[config.mk]
export PLATFORM = sky130hd
export DESIGN_NAME = ppa_top
export DESIGN_NICKNAME = d
export VERILOG_FILES = /design/src/rtl/ppa_pkg.sv /design/src/rtl/ppa_xor_tree.sv /design/src/rtl/ppa_main_adder.sv /design/src/rtl/ppa_carry_dup.sv /design/src/rtl/ppa_top.sv
export SDC_FILE = /design/constraint.sdc
export NUM_CORES = 1
export LEC_CHECK = 0
export ABC_CLOCK_PERIOD_IN_PS = 12200
export BUFFER_PORTS_ARGS = -buffer_cell sky130_fd_sc_hd__clkbuf_2
export CAP_MARGIN = 20
export CORE_MARGIN = 2
export CORE_UTILIZATION = 45
export DETAILED_ROUTE_END_ITERATION = 10
export PLACE_DENSITY = 0.7
export SLEW_MARGIN = 20
export SYNTH_ARGS = -nofsm -noshare
export SYNTH_HDL_FRONTEND = slang
export SYNTH_SLANG_ARGS = --single-unit
[constraint.sdc]
create_clock -name clk -period 12.2 [get_ports clk]
set_input_delay 1.22 -clock clk [delete_from_list [all_inputs] [get_ports clk]]
set_output_delay 1.22 -clock clk [all_outputs]
set_load 0.01 [all_outputs]
[src/rtl/ppa_pkg.sv]
// Package: ppa_pkg
// Shared sizing helpers for the parity-predicted adder.
// Assumes widths of one or more bits.
package ppa_pkg;

    // Width of a select that can name any one of w positions.
    function automatic int sel_width(int w);
        return (w > 1) ? $clog2(w) : 1;
    endfunction

    // Leaf count of a balanced binary tree holding n inputs.
    function automatic int tree_leaves(int n);
        return (n > 1) ? (1 << $clog2(n)) : 1;
    endfunction

endpackage

[src/rtl/ppa_xor_tree.sv]
// Module: ppa_xor_tree
// Balanced XOR reduction of N bits. Leaves past N are padded with zero.
// Assumes N >= 1. The depth is clog2(N) gate levels.
module ppa_xor_tree #(
    parameter int N = 8
) (
    input  logic [N-1:0] bits,
    output logic         odd
);
    localparam int P = ppa_pkg::tree_leaves(N);

    logic [2*P-2:0] node;

    // Fill the leaves: real inputs first, zero padding after.
    for (genvar j = 0; j < P; j++) begin : g_leaf
        if (j < N) begin : g_real
            assign node[P-1+j] = bits[j];
        end else begin : g_pad
            assign node[P-1+j] = 1'b0;
        end
    end

    // Combine child pairs toward the root.
    for (genvar k = 0; k < P-1; k++) begin : g_node
        assign node[k] = node[2*k+1] ^ node[2*k+2];
    end

    assign odd = node[0];
endmodule

[src/rtl/ppa_main_adder.sv]
// Module: ppa_main_adder
// Ripple-carry adder that produces the data sum.
// A test hook inverts the carry into one selected bit. The inverted value
// feeds both that sum bit and the carry logic above it, as a real fault would.
// Assumes flt_sel values of W or more select nothing.
module ppa_main_adder #(
    parameter int W    = 8,
    parameter int SELW = ppa_pkg::sel_width(W)
) (
    input  logic [W-1:0]    a,
    input  logic [W-1:0]    b,
    input  logic            cin,
    input  logic            flt_en,
    input  logic [SELW-1:0] flt_sel,
    output logic [W-1:0]    sum
);
    logic [W-1:0] flip;
    logic [W-1:0] c;

    for (genvar i = 0; i < W; i++) begin : g_bit
        // Decode the fault position for this bit.
        assign flip[i] = flt_en && (flt_sel == SELW'(i));
        if (i == 0) begin : g_lsb
            // Carry into bit 0 is the external carry-in.
            assign c[i] = cin ^ flip[i];
        end else begin : g_up
            // Majority carry from the bit below.
            assign c[i] = ((a[i-1] & b[i-1]) | ((a[i-1] ^ b[i-1]) & c[i-1])) ^ flip[i];
        end
        // Sum bit from the operands and the incoming carry.
        assign sum[i] = a[i] ^ b[i] ^ c[i];
    end
endmodule

[src/rtl/ppa_carry_dup.sv]
// Module: ppa_carry_dup
// Second carry network used only for parity prediction.
// It works from generate and propagate terms and shares no gate with the
// main adder. A fault in one chain therefore cannot reach the other.
module ppa_carry_dup #(
    parameter int W = 8
) (
    input  logic [W-1:0] a,
    input  logic [W-1:0] b,
    input  logic         cin,
    output logic [W-1:0] carries
);
    logic [W-1:0] gen;
    logic [W-1:0] prop;

    // Per-bit generate and propagate terms.
    assign gen  = a & b;
    assign prop = a | b;

    for (genvar i = 0; i < W; i++) begin : g_c
        if (i == 0) begin : g_lsb
            // Carry into bit 0.
            assign carries[i] = cin;
        end else begin : g_up
            // Carry into bit i from bit i-1.
            assign carries[i] = gen[i-1] | (prop[i-1] & carries[i-1]);
        end
    end
endmodule

[src/rtl/ppa_top.sv]
// Module: ppa_top
// Adder for parity-encoded operands with a predicted output parity and a
// concurrent check. The predictor XORs the operand parity bits with the
// duplicate carries. The checker compares that prediction with the parity
// of the real sum and also tests each operand against its parity bit.
// Results are registered together. The parity convention is even.
module ppa_top #(
    parameter int W    = 8,
    parameter int SELW = ppa_pkg::sel_width(W)
) (
    input  logic            clk,
    input  logic            rst_n,
    input  logic            in_valid,
    input  logic [W-1:0]    a,
    input  logic            a_par,
    input  logic [W-1:0]    b,
    input  logic            b_par,
    input  logic            c_in,
    input  logic            flt_en,
    input  logic [SELW-1:0] flt_sel,
    output logic            out_valid,
    output logic [W-1:0]    sum,
    output logic            sum_par,
    output logic            err
);
    logic [W-1:0] raw_sum;
    logic [W-1:0] dup_c;
    logic         pred_par;
    logic         real_par;
    logic         a_par_calc;
    logic         b_par_calc;
    logic         err_next;

    ppa_main_adder #(.W(W), .SELW(SELW)) u_add (
        .a(a), .b(b), .cin(c_in), .flt_en(flt_en), .flt_sel(flt_sel), .sum(raw_sum)
    );

    ppa_carry_dup #(.W(W)) u_dup (
        .a(a), .b(b), .cin(c_in), .carries(dup_c)
    );

    // Predicted parity over both parity bits and all duplicate carries.
    ppa_xor_tree #(.N(W+2)) u_pred (
        .bits({a_par, b_par, dup_c}), .odd(pred_par)
    );

    // Parity actually present in the produced sum.
    ppa_xor_tree #(.N(W)) u_real (
        .bits(raw_sum), .odd(real_par)
    );

    // Operand parity regeneration.
    ppa_xor_tree #(.N(W)) u_pa (.bits(a), .odd(a_par_calc));
    ppa_xor_tree #(.N(W)) u_pb (.bits(b), .odd(b_par_calc));

    // Combine the sum check with the two operand checks.
    always_comb begin
        err_next = (real_par ^ pred_par) | (a_par_calc ^ a_par) | (b_par_calc ^ b_par);
    end

    // Capture the result bundle on an accepted input. Hold it otherwise.
    always_ff @(posedge clk) begin
        if (!rst_n) begin
            out_valid <= 1'b0;
            sum       <= '0;
            sum_par   <= 1'b0;
            err       <= 1'b0;
        end else begin
            out_valid <= in_valid;
            if (in_valid) begin
                sum     <= raw_sum;
                sum_par <= pred_par;
                err     <= err_next;
            end
        end
    end
endmodule

==> Yosys cells after proc, flatten, opt, wreduce, memory -nomap -nowiden <==
Cells that the tools add are included.
Widths: inputs -> output; s select.
{ "classes": {"n_eq_ne": 7, "bitwise_logic": 96, "n_reduce_logical": 9} }
{ "op_table": {"columns": ["op", "n"], "rows": [
  ["$xor 1x1->1", 57],
  ["$and 1x1->1", 21],
  ["$or 1x1->1", 16],
  ["$eq 3x3->1 const B", 4],
  ["$logic_and 1x1->1", 8],
  ["$and 7x7->7", 1],
  ["$or 7x7->7", 1],
  ["$eq 3x2->1 const B", 2],
  ["$eq 3x1->1 const B", 1],
  ["$logic_not 3->1", 1]
]} }
{ "word_totals": {"register_bits": 11, "input_bits": 26} }

==> Depth between registers and ports, before layout <==
{ "depth": {"depth_word": 31, "ltp_mapped": 22, "mapped_depth_nobuf": 22} }

==> By module <==
Synthesis repeated with hierarchy kept, for this count alone.
{ "hier_totals": {"hier_cells": 112, "area_unflattened_um2": 1169.9} }
{ "modules_own_cells": {"columns": ["module", "instances", "cells_per_inst", "area_per_inst_um2", "seq_area_each_um2"], "rows": [
  ["ppa_top", 1, 38, 430.4, 220.2],
  ["ppa_main_adder", 1, 24, 317.8, 0.0],
  ["ppa_xor_tree at u_pa ...", 3, 7, 61.3, 0.0],
  ["ppa_carry_dup", 1, 21, 146.4, 0.0],
  ["ppa_xor_tree at u_pred", 1, 8, 91.3, 0.0]
]} }

==> Worst setup path after synthesis <==
OpenSTA, ideal clock, no wires.
{ "synth_timing": {"kind": "input to register", "from": "input flt_sel[2]", "to": "register err", "setup_time_ns": 0.134, "arrival_time_ns": 6.266, "setup_slack_ns": 5.800, "cell_stages": 22, "path_buffers": 0, "path_cell_list": "nand2b_1 > nor3_1 > xor2_1 > fa_1 > xnor2_1 > fa_1 > xnor2_1 > fa_1 > xnor2_1 > fa_1 > xnor2_1 > fa_1 > xnor2_1 > fa_1 > xor2_1 > fa_1 > xnor2_1 > xnor2_1 > xnor2_1 > xnor2_4 > xnor2_1 > a41oi_1"} }
{ "synth_between": {"word_cells_on_any_way": 56, "cone_classes": "7 x eq/ne; 40 x bitwise; 9 x reduce/logical"} }
{ "synth_lines": {"columns": ["element", "line_no", "source"], "rows": [
  ["start, declared", "ppa_top.sv:20", "input logic [SELW-1:0] flt_sel,"],
  ["$logic_not 3->1", "ppa_main_adder.sv:22", "assign flip[i] = flt_en && (flt_sel == SELW'(i));"],
  ["$logic_and 1x1->1", "ppa_main_adder.sv:22", null],
  ["$xor 1x1->1", "ppa_main_adder.sv:25", "assign c[i] = cin ^ flip[i];"],
  ["$and 1x1->1", "ppa_main_adder.sv:28", "assign c[i] = ((a[i-1] & b[i-1]) | ((a[i-1] ^ b[i-1]) & c[i-1])) ^ flip[i];"],
  ["$or 1x1->1", "ppa_main_adder.sv:28", null],
  ["$xor 1x1->1", "ppa_main_adder.sv:28", null],
  ["$and 1x1->1", "ppa_main_adder.sv:28", null],
  ["$or 1x1->1", "ppa_main_adder.sv:28", null],
  ["[... 10 more ...]", null, null],
  ["$and 1x1->1", "ppa_main_adder.sv:28", null],
  ["$or 1x1->1", "ppa_main_adder.sv:28", null],
  ["$xor 1x1->1 *", "ppa_main_adder.sv:28", null],
  ["$xor 1x1->1 *", "ppa_main_adder.sv:31", "assign sum[i] = a[i] ^ b[i] ^ c[i];"],
  ["named net raw_sum[6]", "ppa_top.sv:26", "logic [W-1:0] raw_sum;"],
  ["$xor 1x1->1 * (3 in a row)", "ppa_xor_tree.sv:25", "assign node[k] = node[2*k+1] ^ node[2*k+2];"],
  ["$xor 1x1->1 *", "ppa_top.sv:58", "err_next = (real_par ^ pred_par) | (a_par_calc ^ a_par) | (b_par_calc ^ b_par);"],
  ["$or 1x1->1 * (2 in a row)", "ppa_top.sv:58", null],
  ["end signal, assigned", "ppa_top.sv:73", "err <= err_next;"],
  ["end, declared", "ppa_top.sv:24", "output logic err"]
]} }
Mark *: on every way through the listed nets, which the timed path passes. The rest lies on a longest branch.
A chain may end at the register's enable or synchronous reset.

==> Final worst setup path <==
Same ends and word-level chain as after synthesis.

==> results.py <==
metrics = {
    "yosys": {
        "avgSynthCellArea_um2": 9.616,
        "yosysSeqAreaShare": 0.1601,
        "syn-cell-area_mm2": 0.001375,
        "synth_edf_count": 0,
        "synthTopCellsByCount": "xnor2_1, inv_1, ha_1",
        "syn_nets": 190,
        "ys_types": 35,
        "yosysTopAreaCell": "xnor2_1",
        "synthTopCellsByArea": "xnor2_1, dfxtp_1, ha_1",
        "ys_ff_latch": 11,
        "netlist.area_leader.share": 0.1911,
        "ys.flop_type": "dfxtp_1",
        "async_flop_share": 0,
        "yosysMostFrequentCell": "xnor2_1",
        "ys_warn_count": 0,
        "syn_inst": 143,
    },
    "clock_network": {
        "cts_tree": "yes",
        "postCtsSetupBuffers": 0,
        "h-tree-depth": 1,
        "clk_latency_ps": 260,
        "cts_sinks": 11,
        "hold_buffers": 0,
        "clk_path_buf_depth": 2,
        "clkTransAtPathRegs_ps": 70,
        "cts_repair_resize_count": 0,
        "cts_buffers": 3,
        "clockRootBuffer": "clkbuf_4",
    },
    "placed_design": {
        "io_buffers": 36,
        "gp_congestion": 0.7767,
        "dp_hpwl_um": 2399,
    },
    "power_and_ir_drop": {
        "netSwitchingPower_w": 0.00006564,
        "power_frac_comb": 0.626,
        "ir_drop_mv": 0.05487,
        "p_leak_nw": 0.7733,
        "p_sw_frac": 0.3665,
        "power.share.sequential": 0.237,
        "p_clk_frac": 0.137,
        "intPower_w": 0.0001134,
        "powerDensity_mw_per_mm2": 112.5,
    },
    "layout": {
        "nFillCells": 287,
        "diodes": 0,
        "multiInputGateArea_mm2": 0.001067,
        "syn_to_final_growth_pct": 15.74,
        "register_area_um2": 220.2,
        "layout-drive-gt1-share": 0.2389,
        "nets": 228,
    },
    "global_routing": {
        "grt_pass1_vias": 1072,
        "grt_usage": 0.1808,
        "grt_pass1_wl_um": 4802,
        "grt-ovfl-total": 0,
        "antenna_found_initial": 0,
        "grt_max_degree": 19,
    },
    "worst_setup_path": {
        "timing.rr.end": "err",
        "crit_path_end_kind": "flip-flop",
        "worstPathRequired_ps": 12330,
        "worstPathArrival_ps": 6690,
        "cp_max_fo": 5,
        "cp-endpoint": "err",
        "startpoint_type": "primary input",
        "cp-startpoint": "flt_sel[2]",
        "r2r-start": "err",
        "crit_type": "primary input to flip-flop",
        "worstRegToRegCells": 2,
        "reg2reg_slack_ps": 11540,
    },
    "floorplan": {
        "die-area_mm2": 0.003514,
        "core_mm2": 0.002978,
        "num_rows": 20,
        "initial_core_util": 0.4618,
        "die_x_um": 59.28,
        "die_h_um": 59.28,
        "ios": 37,
    },
    "drt": {
        "firstDrtPassIters": 5,
        "ant_nets": 0,
        "vias": 1052,
        "via_per_inst": 4.939,
        "routed_wl_um": 2736,
        "drt_iter0_drc": 45,
        "drc": 0,
        "wl_per_cell_um": 12.85,
    },
    "flow_run": {
        "drv_cap": 0,
    },
    "timing": {
        "setup_viol": 0,
        "hold_viol": 0,
        "worst_pin_slew_ps": 529.2,
        "timing.fmax_mhz": 152.3,
        "drv_slew": 0,
        "period_minus_slack_ps": 6565,
        "relSlewSlack": 0.6447,
        "min_period_over_period": 0.5381,
        "finalSetupTns_ps": 0,
        "rsz0062_at_grt": "no",
        "whs_ps": 486.5,
        "clock_skew_ps": 0,
    },
    "status": {
        "status": "complete, no violations",
    },
    "worst_hold_path": {
        "hold_path_class": "flip-flop to flip-flop",
    },
}
## layout by cell type, fill, tap and decap left out, types with 4 or more instances in the layout
cell type / count
clkbuf_2: 36
xnor2_1: 30
inv_1: 15
ha_1: 14
dfxtp_1: 11
nand2_1: 8
fa_1: 7
nor2b_1: 6
xor2_1: 5
o211a_1: 5
mux2i_1: 5
nor2_1: 4
## power groups by stage
stage / logic, W / registers (W) / clock network, W
floorplan: 0.0000881 / 0.0000454 / 0
global placement: 0.000109 / 0.0000432 / 0
detailed placement: 0.000113 / 0.0000434 / 0
CTS: 0.000113 / 0.0000426 / 0.0000249
global route: 0.000122 / 0.0000430 / 0.0000270
finish: 0.000112 / 0.0000425 / 0.0000246
## metrics by stage
stage	cells	cell area (um2)	worst slack [ps]	utilization	power (W)
after floorplan	143	1375	5800	-	0.0001335
after global placement	209	1565	5550	0.5256	0.0001520
after detailed placement	209	1565	5338	0.5256	0.0001559
after CTS	213	1592	5604	0.5345	0.0001805
after global routing	213	1592	5338	0.5345	0.0001924
final	213	1592	5635	0.5345	0.0001791
## per-layer routing
layer | up-vias | part of all wire | track usage
met5 | - | 0 | 0
met3 | 0 | 0.031 | 0.03712
met2 | 20 | 0.51 | 0.3312
met1 | 493 | 0.46 | 0.2272
met4 | 0 | 0 | 0.009740
li1 | 539 | - | -
## how the worst min path moves through the flow
stage | end | cells past startpoint | slack, ps | startpoint
2_1_floorplan | sum[1] | 1 | 520 | sum[1]
3_3_place_gp | sum[4] | 1 | 460 | sum[4]
3_5_place_dp | sum[4] | 1 | 480 | sum[4]
4_1_cts | sum[4] | 1 | 490 | sum[4]
5_1_grt | sum[5] | 1 | 520 | sum[5]
6_report | sum[3] | 1 | 490 | sum[3]
## worst max-delay path, stage by stage
cell and delay, ps:
clkbuf_2 110, nand2b_1 200, nor3_1 190, xor2_1 110, fa_1 380, xnor2_1 150, fa_1 380, xnor2_1 150
fa_1 380, xnor2_1 160, fa_1 380, xnor2_1 170, fa_1 390, xnor2_1 160, fa_1 400, xor2_1 210
fa_1 470, xnor2_1 160, xnor2_1 150, xnor2_1 370, xnor2_4 160, xnor2_1 130, a41oi_1 120
## sequential cells by signal, summed over array words and instances, names as in the netlist
name / cells
sum: 8
err: 1
out_valid: 1
sum_par: 1
## cell families (layout without fill, tap and decap cells)
kind of cell,after synthesis,after routing,synth area share
xor gates and xnor gates,38,38,0.2721
and+or+nand+nor,35,35,0.1492
adders and majority gates,21,21,0.2293
buffers and inverters,18,55,0.06369
AOI/OAI and AO/OA,14,14,0.07917
DFF,11,11,0.1601
muxes,6,6,0.04640
## layout make-up
type                       instances  share of cell area
inverter                          15             0.03538
tap                               33             0.02594
multi-input combinational        114              0.6706
timing repair buffer              36              0.1132
sequential                        11              0.1384
clock buffer                       4             0.01651
(Power assumes the default switching activity.)
